[src/rtl/wplay_pkg.sv]
// Shared definitions for the waveform player.
// Assumes a two-bit mode field decoded identically by all submodules.
package wplay_pkg;
    typedef enum logic [1:0] {
        MODE_OFF    = 2'd0,
        MODE_PULSE  = 2'd1,
        MODE_PERIOD = 2'd2,
        MODE_STREAM = 2'd3
    } play_mode_e;
endpackage

[src/rtl/wplay_buffer.sv]
// Sample memory with an auto-incrementing write pointer and combinational read.
// Assumes the caller gates writes off in streaming mode; tlast rewinds the pointer.
module wplay_buffer #(
    parameter int DEPTH = 64,
    parameter int CW    = 14,
    localparam int AW   = $clog2(DEPTH)
) (
    input  logic          clk,
    input  logic          rst_n,
    input  logic          wr_en,
    input  logic [CW-1:0] wr_data,
    input  logic          wr_last,
    input  logic [AW-1:0] rd_addr,
    output logic [CW-1:0] rd_data
);
    logic [CW-1:0] mem [DEPTH];
    logic [AW-1:0] wptr;

    // Advance the write slot; rewind at tlast or at the top of the memory.
    always_ff @(posedge clk) begin
        if (!rst_n) begin
            wptr <= '0;
        end else if (wr_en) begin
            if (wr_last || wptr == AW'(DEPTH - 1)) begin
                wptr <= '0;
            end else begin
                wptr <= wptr + 1'b1;
            end
        end
    end

    // Store the accepted sample.
    always_ff @(posedge clk) begin
        if (wr_en) begin
            mem[wptr] <= wr_data;
        end
    end

    // Present the currently addressed slot.
    always_comb begin
        rd_data = mem[rd_addr];
    end
endmodule

[src/rtl/wplay_seq.sv]
// Playback sequencer: holds the mode in force, the run flag and the cycle counter.
// Assumes PW is wide enough for DEPTH. Mode requests apply only when stopped or at period end.
module wplay_seq
    import wplay_pkg::*;
#(
    parameter int DEPTH = 64,
    parameter int PW    = 16,
    localparam int AW   = $clog2(DEPTH),
    localparam int LW   = $clog2(DEPTH + 1)
) (
    input  logic          clk,
    input  logic          rst_n,
    input  play_mode_e    cfg_mode,
    input  logic [LW-1:0] cfg_len,
    input  logic [PW-1:0] cfg_period,
    input  logic          play_start,
    output play_mode_e    mode,
    output logic          run,
    output logic          in_wave,
    output logic [AW-1:0] rd_addr
);
    logic [LW-1:0] len_clip;
    logic [PW-1:0] len_eff;
    logic [PW-1:0] per_eff;
    logic [PW-1:0] len_q;
    logic [PW-1:0] per_q;
    logic [PW-1:0] pcnt;

    // Clamp the requested length to 1..DEPTH.
    always_comb begin
        if (cfg_len == '0) begin
            len_clip = LW'(1);
        end else if (cfg_len > LW'(DEPTH)) begin
            len_clip = LW'(DEPTH);
        end else begin
            len_clip = cfg_len;
        end
        len_eff = PW'(len_clip);
    end

    // Raise a period shorter than the waveform to the waveform length.
    always_comb begin
        per_eff = (cfg_period < len_eff) ? len_eff : cfg_period;
    end

    // Sequence the start, the stepping, the period wrap and the mode handover.
    always_ff @(posedge clk) begin
        if (!rst_n) begin
            mode  <= MODE_OFF;
            run   <= 1'b0;
            pcnt  <= '0;
            len_q <= PW'(1);
            per_q <= PW'(1);
        end else if (!run) begin
            mode <= cfg_mode;
            if (play_start && (mode == MODE_PULSE || mode == MODE_PERIOD)) begin
                run   <= 1'b1;
                pcnt  <= '0;
                len_q <= len_eff;
                per_q <= per_eff;
            end
        end else if (mode == MODE_PULSE) begin
            if (pcnt == len_q - PW'(1)) begin
                run <= 1'b0;
            end else begin
                pcnt <= pcnt + PW'(1);
            end
        end else begin
            if (pcnt == per_q - PW'(1)) begin
                pcnt  <= '0;
                mode  <= cfg_mode;
                len_q <= len_eff;
                per_q <= per_eff;
                if (cfg_mode != MODE_PERIOD) begin
                    run <= 1'b0;
                end
            end else begin
                pcnt <= pcnt + PW'(1);
            end
        end
    end

    // Flag cycles that emit a waveform slot, and address that slot.
    always_comb begin
        in_wave = run && (pcnt < len_q);
        rd_addr = pcnt[AW-1:0];
    end
endmodule

[src/rtl/wplay_out.sv]
// Output stage: picks stream, buffer or idle code, packs the link word, and keeps the underflow flag.
// Assumes the stream input is always accepted in streaming mode.
module wplay_out
    import wplay_pkg::*;
#(
    parameter int CW  = 14,
    localparam int WW = CW + 2
) (
    input  logic          clk,
    input  logic          rst_n,
    input  play_mode_e    mode,
    input  logic          in_wave,
    input  logic [CW-1:0] buf_data,
    input  logic [CW-1:0] strm_data,
    input  logic          strm_valid,
    input  logic [CW-1:0] idle_code,
    input  logic          uf_clear,
    output logic [WW-1:0] dac_word,
    output logic          underflow
);
    logic [CW-1:0] code_sel;
    logic          starve;

    // Choose the code for the next link word.
    always_comb begin
        starve = (mode == MODE_STREAM) && !strm_valid;
        if (mode == MODE_STREAM) begin
            code_sel = strm_valid ? strm_data : idle_code;
        end else if (in_wave) begin
            code_sel = buf_data;
        end else begin
            code_sel = idle_code;
        end
    end

    // Register the packed word with the low bits zero.
    always_ff @(posedge clk) begin
        if (!rst_n) begin
            dac_word <= '0;
        end else begin
            dac_word <= {code_sel, 2'b00};
        end
    end

    // Keep the sticky underflow flag; a set outranks a clear.
    always_ff @(posedge clk) begin
        if (!rst_n) begin
            underflow <= 1'b0;
        end else if (starve) begin
            underflow <= 1'b1;
        end else if (uf_clear) begin
            underflow <= 1'b0;
        end
    end
endmodule

[src/rtl/wave_player.sv]
// Top of the waveform player: buffer, sequencer and output stage.
// Assumes a single clock domain; the stream input never back-pressures.
module wave_player
    import wplay_pkg::*;
#(
    parameter int DEPTH = 64,
    parameter int CW    = 14,
    parameter int PW    = 16
) (
    input  logic                       clk,
    input  logic                       rst_n,
    input  logic [CW-1:0]              s_tdata,
    input  logic                       s_tvalid,
    input  logic                       s_tlast,
    output logic                       s_tready,
    input  logic [1:0]                 cfg_mode,
    input  logic [$clog2(DEPTH+1)-1:0] cfg_len,
    input  logic [PW-1:0]              cfg_period,
    input  logic [CW-1:0]              cfg_idle,
    input  logic                       play_start,
    input  logic                       uf_clear,
    output logic [CW+1:0]              dac_word,
    output logic                       busy,
    output logic                       underflow,
    output logic [1:0]                 cur_mode
);
    localparam int AW = $clog2(DEPTH);

    play_mode_e    mode;
    logic          run;
    logic          in_wave;
    logic [AW-1:0] rd_addr;
    logic [CW-1:0] rd_data;
    logic          wr_en;

    // Steer beats into the buffer except while streaming.
    always_comb begin
        s_tready = 1'b1;
        wr_en    = s_tvalid && (mode != MODE_STREAM);
        busy     = run;
        cur_mode = mode;
    end

    wplay_buffer #(.DEPTH(DEPTH), .CW(CW)) u_buf (
        .clk     (clk),
        .rst_n   (rst_n),
        .wr_en   (wr_en),
        .wr_data (s_tdata),
        .wr_last (s_tlast),
        .rd_addr (rd_addr),
        .rd_data (rd_data)
    );

    wplay_seq #(.DEPTH(DEPTH), .PW(PW)) u_seq (
        .clk        (clk),
        .rst_n      (rst_n),
        .cfg_mode   (play_mode_e'(cfg_mode)),
        .cfg_len    (cfg_len),
        .cfg_period (cfg_period),
        .play_start (play_start),
        .mode       (mode),
        .run        (run),
        .in_wave    (in_wave),
        .rd_addr    (rd_addr)
    );

    wplay_out #(.CW(CW)) u_out (
        .clk        (clk),
        .rst_n      (rst_n),
        .mode       (mode),
        .in_wave    (in_wave),
        .buf_data   (rd_data),
        .strm_data  (s_tdata),
        .strm_valid (s_tvalid),
        .idle_code  (cfg_idle),
        .uf_clear   (uf_clear),
        .dac_word   (dac_word),
        .underflow  (underflow)
    );
endmodule

[config.mk]
export PLATFORM = sky130hd
export DESIGN_NAME = wave_player
export DESIGN_NICKNAME = d
export VERILOG_FILES = /design/src/rtl/wplay_pkg.sv /design/src/rtl/wplay_buffer.sv /design/src/rtl/wplay_seq.sv /design/src/rtl/wplay_out.sv /design/src/rtl/wave_player.sv
export SDC_FILE = /design/constraint.sdc
export NUM_CORES = 1
export LEC_CHECK = 0
export ABC_CLOCK_PERIOD_IN_PS = 3100
export BUFFER_PORTS_ARGS = -buffer_cell sky130_fd_sc_hd__buf_2
export CAP_MARGIN = 10
export CORE_MARGIN = 2
export CORE_UTILIZATION = 23
export DETAILED_ROUTE_END_ITERATION = 8
export HOLD_SLACK_MARGIN = 0.1
export PLACE_DENSITY = 0.37
export SLEW_MARGIN = 20
export SYNTH_ARGS = -nofsm -noshare
export SYNTH_HDL_FRONTEND = slang
export SYNTH_SLANG_ARGS = --single-unit
[constraint.sdc]
create_clock -name clk -period 3.1 [get_ports clk]
set_clock_uncertainty 0.15 [all_clocks]
set_input_delay 0.465 -clock clk [delete_from_list [all_inputs] [get_ports clk]]
set_output_delay 0.465 -clock clk [all_outputs]
set_load 0.01 [all_outputs]
* After elaboration in Yosys (flattened, before gate mapping) *
Memories as Yosys holds them, arrays and structs flattened. A register that Yosys moved wholly into a read port is not among the register bits.
Index checks and enable logic that the tools add are counted.

storage, ports and cells
  flip-flop bits (word level) = 74
  bits in writable memories = 896
  input bits = 59
  output and inout bits = 21
  word-level logic and storage cells = 76
  memories = 1

memory list
  name       depth  width  rd ports  clocked after memory_dff  write ports  RTL line            RTL
  u_buf.mem  64     14     1         1                         1            wplay_buffer.sv:16  logic [CW-1:0] mem [DEPTH];

cells by class
  $add $sub $neg = 4
  order comparisons = 3
  eq/ne operators = 11
  multiplexer cells = 35
  reduce and logical (&&, ||, !) cells = 13

operators with widths
  kind                     number
  $mux W16                 14
  $mux W14                 3
  $eq A16 B16 Y1           2
  $sub A16 B1 Y16 const B  2
  $mux W6                  3
  $add A16 B1 Y16 const B  1
  $lt A16 B16 Y1           1
  $lt A16 B7 Y1            1
  $mux W7                  2
  $mux W1                  10
  $ne A2 B2 Y1 const B     4
  $gt A7 B7 Y1 const B     1
  $logic_not A7 Y1         1
  $add A6 B1 Y6 const B    1
  $eq A6 B6 Y1 const B     1
  $mux W2                  3
  $eq A2 B2 Y1 const B     2
  $logic_and A1 B1 Y1      4
  $reduce_and A2 Y1        2
  $reduce_bool A2 Y1       2
  $ne A3 B3 Y1 const B     1
  $reduce_and A3 Y1        1
  $eq A2 B1 Y1 const B     1
  $logic_or A1 B1 Y1       2
  $logic_not A1 Y1         1

* Logic depth before layout (Yosys ltp) *
  depth after elaboration = 8
  mapped depth = 13
  depth with buffers taken out = 12

* Hierarchy *
From an unflattened synthesis, not the netlist that was laid out.

unflattened totals
  cells, all modules = 2130
  area total of the unflattened synthesis = 39356.5 sq um

by module, submodules not included
  module        instances  cells each  area each (sq um)  sequential area each (sq um)
  wplay_buffer  1          1543        34698.3            27025.9
  wplay_seq     1          513         3814.9             840.8
  wplay_out     1          71          820.8              300.3
  wave_player   1          3           22.5               0.0

* Least setup slack after synthesis *
Ideal clock, no wire load.

  path kind = input -> register
  from = in cfg_len[6]
  to = reg u_seq.per_q[5]
  setup time = 0.122 ns
  data arrival time = 3.105 ns
  data required time = 2.828 ns
  setup slack = -0.277 ns
  stages on the path = 12
  path buffers = 1
  cells stage by stage = clkbuf_1 -> nor2b_1 -> inv_1 -> ha_1 -> inv_1 -> a311oi_1 -> nor4_1 -> o41ai_2 -> mux2i_1 -> nor2_1 -> mux2_1 -> a221o_1

on the way
  longest elaborated chain between the ends = 8
  elaborated cells between the ends (all ways) = 10
  classes of those cells = order compare: 2; mux: 7; reduce/logical: 1

RTL lines
  element               RTL line           RTL
  start, declared       wave_player.sv:17  input logic [$clog2(DEPTH+1)-1:0] cfg_len,
  $gt A7 B7 Y1          wplay_seq.sv:33    end else if (cfg_len > LW'(DEPTH)) begin
  $mux W7               wplay_seq.sv:33
  $mux W7 (*)           wplay_seq.sv:31    if (cfg_len == '0) begin
  $lt A16 B7 Y1         wplay_seq.sv:43    per_eff = (cfg_period < len_eff) ? len_eff : cfg_period;
  $mux W16 (*)          wplay_seq.sv:43
  $mux W16              wplay_seq.sv:69    if (pcnt == per_q - PW'(1)) begin
  $mux W16              wplay_seq.sv:62    end else if (mode == MODE_PULSE) begin
  $mux W16 (*)          wplay_seq.sv:54    end else if (!run) begin
  end signal, assigned  wplay_seq.sv:60    per_q <= per_eff;
  end signal, assigned  wplay_seq.sv:73    per_q <= per_eff;
  end, declared         wplay_seq.sv:26    logic [PW-1:0] per_q;

Mark *: on every way between the ends. The rest lies on a longest branch, timed or not. The select of a mux whose other input is x is not followed.
A chain may end at the register's enable or synchronous reset.

* Worst setup path after layout *
  from = reg u_seq.per_q[0]
  to = reg u_seq.pcnt[12]

on the way
  longest elaborated chain between the ends = 5

RTL lines
  element               RTL line         RTL
  $sub A16 B1 Y16       wplay_seq.sv:69
  $eq A16 B16 Y1        wplay_seq.sv:69
  $mux W16              wplay_seq.sv:69
  $mux W16              wplay_seq.sv:62
  $mux W16              wplay_seq.sv:54
  end signal, assigned  wplay_seq.sv:66  pcnt <= pcnt + PW'(1);
  end signal, assigned  wplay_seq.sv:78  pcnt <= pcnt + PW'(1);
  end, declared         wplay_seq.sv:27  logic [PW-1:0] pcnt;

Every way passes these cells.

==> results.md <==
- Clock sinks: 965
- Worst EP required: 3.55 ns
- DR pass1 iterations: 5
- Core Area: 0.167 mm²
- Max Fclk: 325 MHz
- Top cells by area, synth: edfxtp_1, mux4_2, dfxtp_1
- Critical path launch point type: register
- Clk pin slew, worst setup/hold paths: 0.06 ns
- Die width: 413 µm
- DR vias/cell: 4.38
- Syn avg cell area: 20.1 µm²
- Yosys cell types: 68
- Clock tree buffer depth: 3
- Synth Cell Area: 0.0385 mm²
- CTS tree: done
- DP Worst Slack: -0.243 ns
- Per-cell routed wire length: 24.7 µm
- Pin count of the biggest net entering global routing: 66
- Post-synth EDFFs: 896
- Reg-to-Reg End: u_seq.pcnt[12]$_SDFFE_PN0P_
- Post-Route Utilization: 28.6%
- Slew Limit Fails: 0
- PwrDens: 639 mW/mm²
- Starting Density: 23.1%
- Hold Vio Cnt, Final: 0
- CP startpoint: u_seq.per_q[0]$_SDFFE_PN1P_
- First-pass GRT wire length: 159 mm
- Root Buffer: clkbuf_16
- Synth Flop Type: edfxtp_1
- GRT overflow: 0
- Top cell type's share of synthesized area: 69.8%
- Post-synthesis async set-or-reset flop share: 0%
- Share of cells above drive strength 1: 33.4%
- FILL cells: 16400
- Global Route Usage Sum: 13.1%
- Die Y: 413 µm
- Placer Congestion: 0.769
- Post-Synthesis Cells: 1916
- Crit path DAT: 3.53 ns
- Die Area: 0.171 mm²
- Total Neg Setup Slack: 0 ns
- Row count: 150
- Worst reg2reg startpoint: u_seq.per_q[0]$_SDFFE_PN1P_
- Slew @ Worst Pin: 1.06 ns
- Setup slack, reg-to-reg: 0.02 ns
- Final nets: 2315
- Relative slew slack: 29.1%
- Antenna-violating nets left: 0
- Worst skew pair latency: 0.71 ns
- Vias: 19800
- Initial antenna violation count: 10
- HPWL Detailed: 69.4 mm
- Cts bufs inserted: 108
- R2r worst-path depth: 13
- RSZ-0062 raised after global routing: true
- Drt drc: 0
- Hold Crit Class: input pin to register
- Maximum vdd ir drop: 0.401 mV
- WS Path Type: register to register
- Commonest cells post-synth: edfxtp_1, mux4_2, nor2_1
- P&R area growth vs syn: 23.9%
- Synth Register Bits: 965
- Min Hold Slack: 0.148 ns
- Leakage power: 14.8 nW
- Final WL: 112 mm
- Top-count cell post-synth: edfxtp_1
- End point of the critical path: u_seq.pcnt[12]$_SDFFE_PN0P_
- Max Cap Viol: 0
- # IOs: 80
- Yosys top cell by area: edfxtp_1
- Setup ws final: 0.0201 ns
- Setup crit end kind: register
- Status: finished clean
- Yosys warnings: 0
- Initial DRC count: 1582
- Worst-path maximum fanout: 7
- Final min period: 3.08 ns
- Final Setup Violations: 0
- Port-buffer cells: 76
- Sequential area share after synthesis: 73.4%
- Vias in the first global route: 21300
- Final Cycle Share: 99.4%
- H-tree depth: 3
-- kinds of logic (layout without fill, tap and decap cells) --
family	Yosys count	in the layout	synth area share (%)
flops	965	965	73.4
mux	325	325	17.5
simple gates	301	301	3.75
buf+inv	145	544	1.50
compound gates	117	117	2.19
xor+xnor	41	41	0.932
fa+ha+maj	20	20	0.649
other cells	2	4	0.0195
-- registers in the layout (all words and copies together), names as in the netlist, named ones only --
register         cells
u_out.underflow      1
u_seq.len_q          7
u_buf.mem          896
u_out.dac_word      14
u_seq.mode           2
u_seq.run            1
u_seq.per_q         16
u_seq.pcnt          16
u_buf.wptr           6
-- layer usage --
layer  GRT usage (%)  vias to the layer above  share of wire [%]
met2            22.1                      455                 49
met4            3.42                        4                1.9
met1            17.5                    10700                 45
met3            2.10                      130                4.4
li1                -                     8547                  -
met5               0                        -              0.023
-- critical path: stages, from the launching register on --
cell,delay [ns]
dfxtp_2,0.32
inv_2,0.07
ha_4,0.13
or4b_4,0.47
or4b_1,0.53
nand4_1,0.09
or2_4,0.13
o2111ai_4,0.13
buf_12,0.18
o41ai_4,0.25
buf_4,0.17
or2_4,0.15
clkbuf_16,0.17
nor2_1,0.04
-- area by class of cell --
cell class	count	area [µm²]	share of cell area, %
timing repair buffer	320	3330	6.97
sequential	965	28300	59.3
multi-input combinational	807	9850	20.6
inverter	34	128	0.267
clock inverter	54	551	1.15
tap	2204	2760	5.77
antenna	1	2.50	0.00524
clock buffer	136	2830	5.92
-- layout by cell type, fill, tap and decap left out, drive strengths merged, types with 14 or more instances in the layout --
master	n
edfxtp	896
buf	294
mux4	280
clkbuf	137
nor2	123
dfxtp	69
nand2	49
mux2i	43
clkinv	40
inv	36
o21ai	34
nand3	25
dlygate4sd3	25
xor2	24
nor3	22
a21oi	20
ha	20
xnor2	17
o32ai	14
-- metrics by stage --
step / power (mW) / area [µm²] / cells
finish: 30.5 / 47800 / 4521
global route: 31.8 / 47800 / 4520
CTS: 31.0 / 47600 / 4518
detailed placement: 18.3 / 43900 / 4299
global placement: 18.3 / 43900 / 4299
floorplan: 16.8 / 38600 / 1917
-- where the power goes --
group | leakage [nW] | internal [mW] | switching (mW)
logic | 4.49 | 1.83 | 1.84
registers | 8.63 | 14.3 | 0.117
clock network | 1.65 | 7.24 | 5.17
total | 14.8 | 23.4 | 7.13
-- worst min path at each step --
stage                     slack, ns                          from                           end  cells past startpoint
after floorplan                0.32  u_seq.per_q[15]$_SDFFE_PN0P_  u_seq.per_q[15]$_SDFFE_PN0P_                      2
after global placement         0.31  u_out.underflow$_SDFFE_PN0P_  u_out.underflow$_SDFFE_PN0P_                      2
after detailed placement       0.33  u_out.underflow$_SDFFE_PN0P_  u_out.underflow$_SDFFE_PN0P_                      2
after CTS                      0.10                      s_tvalid  u_out.dac_word[7]$_SDFF_PN0_                      5
after global routing           0.13                    s_tdata[5]     u_buf.mem[4][5]$_DFFE_PP_                      1
final                          0.15                    s_tdata[9]    u_buf.mem[12][9]$_DFFE_PP_                      1
-- timing repair --
| item | in CTS | in global routing |
|---|---|---|
| pin swaps | 4 | 16 |
| endpoints found under the setup margin | 20 | 48 |
| gates resized for setup | 7 | 42 |
| setup buffers | 4 | 1 |
| gates cloned | 0 | 1 |
| hold endpoints to repair | 31 | 0 |
| hold buffers | 25 | 0 |
No activity file was read; power rests on OpenSTA's default activity.
